`src/rtl/esd_pkg.sv`:
```
package esd_pkg;

    typedef enum logic [1:0] {
        ST_IDLE   = 2'd0,
        ST_DATA   = 2'd1,
        ST_CHECK  = 2'd2,
        ST_REPORT = 2'd3
    } esd_state_e;

    localparam int SPAN_DATA  = 0;
    localparam int SPAN_CHECK = 1;
    localparam int NUM_SPANS  = 2;

endpackage

```
`src/rtl/esd_zero_count.sv`:
```
module esd_zero_count #(
    parameter int WIDTH = 8,
    localparam int PC_W = $clog2(WIDTH + 1)
) (
    input  logic [WIDTH-1:0] value,
    output logic [PC_W-1:0]  zeros
);
    always_comb begin
        zeros = '0;
        for (int b = 0; b < WIDTH; b++) begin
            zeros = zeros + PC_W'(~value[b]);
        end
    end
endmodule

```
`src/rtl/esd_sat_tally.sv`:
```
module esd_sat_tally #(
    parameter int IN_W  = 4,
    parameter int LIMIT = 9,
    localparam int CNT_W = $clog2(LIMIT + 1),
    localparam int SUM_W = ((CNT_W > IN_W) ? CNT_W : IN_W) + 1
) (
    input  logic             clk,
    input  logic             rst_n,
    input  logic             clear,
    input  logic             add_en,
    input  logic [IN_W-1:0]  add_val,
    output logic [CNT_W-1:0] count
);
    logic [SUM_W-1:0] sum;

    always_comb begin
        sum = SUM_W'(count) + SUM_W'(add_val);
    end

    always_ff @(posedge clk or negedge rst_n) begin
        if (!rst_n) begin
            count <= '0;
        end else if (clear) begin
            count <= '0;
        end else if (add_en) begin
            if (sum > SUM_W'(LIMIT)) begin
                count <= CNT_W'(LIMIT);
            end else begin
                count <= CNT_W'(sum);
            end
        end
    end

    // the tally never climbs past its saturation value
    p_no_overflow_r3: assert property (@(posedge clk) disable iff (!rst_n)
        count <= CNT_W'(LIMIT));

    // once saturated, further bytes cannot move it until cleared
    p_sat_hold_r3: assert property (@(posedge clk) disable iff (!rst_n)
        (count == CNT_W'(LIMIT) && !clear) |=> count == CNT_W'(LIMIT));

    // a clear always empties the tally
    p_clear_r9: assert property (@(posedge clk) disable iff (!rst_n)
        clear |=> count == '0);
endmodule

```
`src/rtl/esd_ctrl_fsm.sv`:
```
module esd_ctrl_fsm
    import esd_pkg::*;
#(
    parameter int DATA_BYTES  = 512,
    parameter int CHECK_BYTES = 13,
    localparam int MAX_SPAN   = (DATA_BYTES > CHECK_BYTES) ? DATA_BYTES : CHECK_BYTES,
    localparam int IDX_W      = $clog2(MAX_SPAN)
) (
    input  logic                 clk,
    input  logic                 rst_n,
    input  logic                 start,
    input  logic                 armed,
    input  logic                 byte_valid,
    output esd_state_e           state,
    output logic [NUM_SPANS-1:0] span_add,
    output logic                 clear,
    output logic                 report
);
    esd_state_e       state_n;
    logic [IDX_W-1:0] idx_q;
    logic [IDX_W-1:0] idx_n;
    logic             last_data;
    logic             last_check;

    always_comb begin
        last_data  = (idx_q == IDX_W'(DATA_BYTES - 1));
        last_check = (idx_q == IDX_W'(CHECK_BYTES - 1));
    end

    // next-state and index logic
    always_comb begin
        state_n = state;
        idx_n   = idx_q;
        if (start) begin
            state_n = armed ? ST_DATA : ST_IDLE;
            idx_n   = '0;
        end else begin
            unique case (state)
                ST_IDLE: begin
                    state_n = ST_IDLE;
                end
                ST_DATA: begin
                    if (byte_valid) begin
                        if (last_data) begin
                            state_n = ST_CHECK;
                            idx_n   = '0;
                        end else begin
                            idx_n = idx_q + 1'b1;
                        end
                    end
                end
                ST_CHECK: begin
                    if (byte_valid) begin
                        if (last_check) begin
                            state_n = ST_REPORT;
                            idx_n   = '0;
                        end else begin
                            idx_n = idx_q + 1'b1;
                        end
                    end
                end
                ST_REPORT: begin
                    state_n = ST_IDLE;
                end
                default: begin
                    state_n = ST_IDLE;
                end
            endcase
        end
    end

    // state register
    always_ff @(posedge clk or negedge rst_n) begin
        if (!rst_n) begin
            state <= ST_IDLE;
            idx_q <= '0;
        end else begin
            state <= state_n;
            idx_q <= idx_n;
        end
    end

    // outputs
    always_comb begin
        span_add = '0;
        clear    = start;
        report   = 1'b0;
        unique case (state)
            ST_IDLE:   ;
            ST_DATA:   span_add[SPAN_DATA]  = byte_valid && !start;
            ST_CHECK:  span_add[SPAN_CHECK] = byte_valid && !start;
            ST_REPORT: report = 1'b1;
            default:   ;
        endcase
    end

    // the report state lasts a single cycle
    p_report_once_r5: assert property (@(posedge clk) disable iff (!rst_n)
        (state == ST_REPORT) |=> (state != ST_REPORT));

    // an unarmed start leaves the block idle
    p_disarm_r2: assert property (@(posedge clk) disable iff (!rst_n)
        (start && !armed) |=> (state == ST_IDLE));

    // code bytes are reached only after the full payload
    p_order_r4: assert property (@(posedge clk) disable iff (!rst_n)
        (state == ST_CHECK && $past(state) != ST_CHECK) |->
            ($past(state) == ST_DATA && $past(byte_valid)));

    // an idle byte lane does not advance the position
    p_gap_r4: assert property (@(posedge clk) disable iff (!rst_n)
        (!byte_valid && !start && (state == ST_DATA || state == ST_CHECK)) |=>
            $stable(idx_q));

    // an armed start always restarts at the first payload byte
    p_restart_r9: assert property (@(posedge clk) disable iff (!rst_n)
        (start && armed) |=> (state == ST_DATA && idx_q == '0));
endmodule

```
`src/rtl/erased_sector_detector.sv`:
```
module erased_sector_detector
    import esd_pkg::*;
#(
    parameter int DATA_BYTES  = 512,
    parameter int CHECK_BYTES = 13,
    parameter int MAX_FLIPS   = 8,
    parameter int BYTE_W      = 8,
    parameter int ERR_W       = 5
) (
    input  logic                             clk,
    input  logic                             rst_n,
    input  logic                             sector_start,
    input  logic [ERR_W-1:0]                 fail_errs,
    input  logic                             byte_valid,
    input  logic [BYTE_W-1:0]                byte_data,
    output logic                             verdict_valid,
    output logic                             verdict_erased,
    output logic                             verdict_fail,
    output logic                             fill_ones,
    output logic [$clog2(MAX_FLIPS+2)-1:0]   zero_bits
);
    localparam int LIMIT = MAX_FLIPS + 1;
    localparam int CNT_W = $clog2(LIMIT + 1);
    localparam int PC_W  = $clog2(BYTE_W + 1);
    localparam int TOT_W = CNT_W + 1;

    esd_state_e           state;
    logic [NUM_SPANS-1:0] span_add;
    logic                 clear;
    logic                 report;
    logic                 armed;
    logic [PC_W-1:0]      byte_zeros;
    logic [CNT_W-1:0]     tally [NUM_SPANS];
    logic [TOT_W-1:0]     total;
    logic                 is_erased;

    always_comb begin
        armed = (fail_errs > ERR_W'(MAX_FLIPS));
    end

    esd_ctrl_fsm #(
        .DATA_BYTES (DATA_BYTES),
        .CHECK_BYTES(CHECK_BYTES)
    ) u_fsm (
        .clk       (clk),
        .rst_n     (rst_n),
        .start     (sector_start),
        .armed     (armed),
        .byte_valid(byte_valid),
        .state     (state),
        .span_add  (span_add),
        .clear     (clear),
        .report    (report)
    );

    esd_zero_count #(.WIDTH(BYTE_W)) u_zeros (
        .value(byte_data),
        .zeros(byte_zeros)
    );

    for (genvar g = 0; g < NUM_SPANS; g++) begin : g_span
        esd_sat_tally #(
            .IN_W (PC_W),
            .LIMIT(LIMIT)
        ) u_tally (
            .clk    (clk),
            .rst_n  (rst_n),
            .clear  (clear),
            .add_en (span_add[g]),
            .add_val(byte_zeros),
            .count  (tally[g])
        );
    end

    always_comb begin
        total     = TOT_W'(tally[SPAN_DATA]) + TOT_W'(tally[SPAN_CHECK]);
        is_erased = (total <= TOT_W'(MAX_FLIPS));
    end

    always_comb begin
        verdict_valid  = report;
        verdict_erased = report && is_erased;
        verdict_fail   = report && !is_erased;
        fill_ones      = report && is_erased && (tally[SPAN_DATA] != '0);
        zero_bits      = '0;
        if (report) begin
            zero_bits = is_erased ? CNT_W'(total) : CNT_W'(LIMIT);
        end
    end

    // at most one verdict kind, and only inside the strobe
    p_one_kind_r10: assert property (@(posedge clk) disable iff (!rst_n)
        $onehot0({verdict_erased, verdict_fail}) &&
        ((verdict_erased || verdict_fail) == verdict_valid));

    // the strobe is a single-cycle pulse
    p_pulse_r5: assert property (@(posedge clk) disable iff (!rst_n)
        verdict_valid |=> !verdict_valid);

    // overwrite is requested only for an erased sector
    p_fill_erased_r7: assert property (@(posedge clk) disable iff (!rst_n)
        fill_ones |-> verdict_erased);

    // a failed sector reports the saturated count
    p_fail_count_r8: assert property (@(posedge clk) disable iff (!rst_n)
        verdict_fail |-> (zero_bits == CNT_W'(LIMIT) && !fill_ones));

    // an erased verdict never claims more flips than the limit
    p_erased_count_r6: assert property (@(posedge clk) disable iff (!rst_n)
        verdict_erased |-> (zero_bits <= CNT_W'(MAX_FLIPS)));

    // quiet outputs while idle
    p_idle_quiet_r1: assert property (@(posedge clk) disable iff (!rst_n)
        (state == ST_IDLE) |-> (!verdict_valid && zero_bits == '0));
endmodule

```
`config.mk`:
```
export PLATFORM = sky130hd
export DESIGN_NAME = erased_sector_detector
export DESIGN_NICKNAME = d
export VERILOG_FILES = /design/src/rtl/esd_pkg.sv /design/src/rtl/esd_zero_count.sv /design/src/rtl/esd_sat_tally.sv /design/src/rtl/esd_ctrl_fsm.sv /design/src/rtl/erased_sector_detector.sv
export SDC_FILE = /design/constraint.sdc
export NUM_CORES = 1
export LEC_CHECK = 0
export BUFFER_PORTS_ARGS = -buffer_cell sky130_fd_sc_hd__buf_4
export CORE_MARGIN = 2
export CORE_UTILIZATION = 30
export CTS_CLUSTER_SIZE = 16
export DETAILED_ROUTE_END_ITERATION = 8
export GPL_TIMING_DRIVEN = 0
export PLACE_DENSITY_LB_ADDON = 0.08
export SLEW_MARGIN = 0
export SYNTH_ARGS = -nofsm -noshare
export SYNTH_HDL_FRONTEND = slang
export SYNTH_HIERARCHICAL = 1
export SYNTH_SLANG_ARGS = --single-unit
```
`constraint.sdc`:
```
create_clock -name clk -period 2.54 [get_ports clk]
set_clock_uncertainty 0.05 [all_clocks]
set_input_delay 0.508 -clock clk [delete_from_list [all_inputs] [get_ports clk]]
set_output_delay 0.508 -clock clk [all_outputs]
set_load 0.02 [all_outputs]
```
==> impl_metrics.toml <==
[clock_tree]
postCtsHoldBufs = 0
cts_tree = "built"
htreeDepth = 1
clk_path_buf_depth = 2
cts-root-buf = "clkbuf_8"
clk_pin_slew_ps = 80
cts_buffers = 3
cts.sinks = 19
clock_latency_ps = 260

[grt]
grt_first_pass_wirelength_mm = 7.80
grt_usage_pct = 13.1
grt_pass1_vias = 1742
grt_max_degree = 20
antenna_found_initial = 0
grt-ovfl-total = 0

[floorplanning]
die-area_um2 = 7150
die_h_um = 84.5
core_um2 = 6310
fp-row-count = 29
io_pins = 25
die_x_um = 84.5
start_util_pct = 30.8

[placed_design]
io_buffers = 24
placed_area_um2 = 2230
post-place-ws_ps = -1690
dpl.hpwl_mm = 3.34
dp.cells = 318
gp_congestion = 0.751

[synthesis]
ys_warn_count = 6
ys_seq_area_share_pct = 24.4
syn_avg_cell_area_um2 = 8.97
ys.flop_type = "dfrtp_1"
synth_enable_flop_cells = 0
synth_top_cell_area_share_pct = 24.4
synthTopCellsByCount = "inv_1, nor2_1, ha_1"
synth_cell_types = 53
yosys.area.top_type = "dfrtp_1"
syn_nets = 262
yosys-top-cells-area = "dfrtp_1, ha_1, fa_1, inv_1, nor2_1"
synthArstFlopShare_pct = 100
synth-seq-cells = 19
synth_cells = 217
synth_area_um2 = 1950
yosysMostFrequentCell = "inv_1"

[routing]
wl_met1_mm = 2.03
drt-initial-drc-count = 46
drtPass1Iterations = 4
postRouteAntennaNets = 0
drc = 0
vias_per_cell = 5.04
top_layer = "met4"
routed_wl_mm = 4.52
wl_met3_um = 178
routed-via-count = 1689
wl_met2_mm = 2.28
drt-wirelength-per-cell_um = 13.5

[timing]
layout_setup_ws_ps = -1330
slew_headroom_pct = 65.6
rsz0062_at_grt = "yes"
fmax_mhz = 258
max_slew.worst_pin.slew_ps = 516
maxSlewViolCount = 0
setup-violations-final = 13
post-route-period-util_pct = 152
hold_viol_final = 0
finalSetupTns_ps = -11070
fin_hold_ws_ps = 69.2
min_period_ps = 3870

[setup_path]
cp_data_required_time_ps = 2630
worstSetupPathType = "input pin to register"
reg2reg_depth = 8
r2r-end = "u_fsm/idx_q[7]"
crit_arrival_ps = 3960
crit_path_start_kind = "input pin"
crit_path_max_fanout = 4
regToRegSetupSlack_ps = 230
r2r_start = "u_fsm/idx_q[0]"
endpoint_kind = "register"

[final_layout]
syn_to_final_growth_pct = 30.9
fin_util_pct = 40.3
stdcell_area_um2 = 2550
stdcell_count = 335
fin_nets = 304
drive_gt1_share_pct = 32.6
diodes = 0

[power_and_ir_drop]
vdd_drop_max_mv = 0.258
power_mw = 1.26
leakage_nw = 1.09
power-per-cell-area_nw_per_um2 = 493

[status]
violations = "negative setup slack"
status = "finished, violations left"

[hold_path]
hp-class = "input pin to asynchronous set/reset pin"

[run]
max-cap-violations = 0
## flip-flops by register name, indices dropped and copies added, names as in the netlist
signal and cells:
u_fsm/idx_q 9, g_span.u_tally/count 8, u_fsm/state 2
## worst max-delay path by stage
stage	start	to	slack [ps]
after floorplan	byte_data[3]	g_span[0].u_tally/count[0]	-1390
after global placement	byte_data[3]	g_span[1].u_tally/count[0]	-1740
after detailed placement	byte_data[3]	g_span[0].u_tally/count[0]	-1690
after CTS	byte_data[3]	g_span[0].u_tally/count[0]	-1350
after global routing	byte_data[3]	g_span[1].u_tally/count[0]	-1470
final	byte_data[3]	g_span[1].u_tally/count[0]	-1330
## what timing repair did
item	in CTS	in global routing
pin swaps	12	8
endpoints found under the setup margin	12	15
resized for setup	23	15
setup buffers	11	2
## cell families after synthesis
| group | Yosys count | synth area share, % |
|---|---|---|
| mux | 3 | 1.61 |
| simple gates | 83 | 24.6 |
| buf+inv | 31 | 6.17 |
| xor+xnor | 5 | 2.25 |
| fa+ha+maj | 28 | 20.7 |
| flops | 19 | 24.4 |
| compound gates | 48 | 20.3 |
## power by group
part / internal [mW] / total (mW) / leakage, nW / switching [mW]
clock: 0.112 / 0.219 / 0.0228 / 0.107
sequential: 0.324 / 0.354 / 0.258 / 0.0300
combinational: 0.328 / 0.683 / 0.810 / 0.355
## layout by cell type, fill, tap and decap left out, types with 2 or more instances in the layout
cell type  instances
ha_1              15
a211oi_1           2
xor2_1             2
clkbuf_1           2
nand2b_1           5
inv_2              3
nor4_1             2
inv_1             25
a22o_1             2
o21a_1             4
dfrtp_1           18
nor4_4             2
xor2_2             2
nor2b_1            5
buf_4             31
o31ai_1            4
clkbuf_8           3
nand4_1            4
buf_6              7
nor2_1            24
a21o_1             3
nand2_2            4
a21oi_1            6
a32o_1             2
a211oi_2           2
fa_2               3
ha_2               3
fa_1               4
o21ai_1            3
ha_4               3
o21ai_0            6
nand2_1            9
nor3b_1            3
nand3_1            8
o41a_1             2
## area by class of cell
type,instances,area [µm²]
plain buffers,2,11.3
multi-input cells,167,1500
flip-flops and latches,19,477
repair buffers,37,304
well taps,77,96.3
fillers,648,3770
clock buffers,4,45.0
inverters,29,111
## per-layer routing
metal | vias up | global-route usage (%)
li1 | 853 | -
met1 | 801 | 16.6
met2 | 31 | 23.2
met3 | 4 | 1.87
met4 | 0 | 3.32
met5 | - | 0
## worst max-delay path, stage by stage
cell and delay (ps):
buf_6 90, fa_1 530, inv_1 50, fa_1 450, fa_1 500, ha_2 180
inv_2 40, fa_2 430, inv_4 120, inv_2 50, fa_2 390, xor2_2 170
a221oi_2 90, o41a_1 360
No activity file was read; power rests on OpenSTA's default activity.
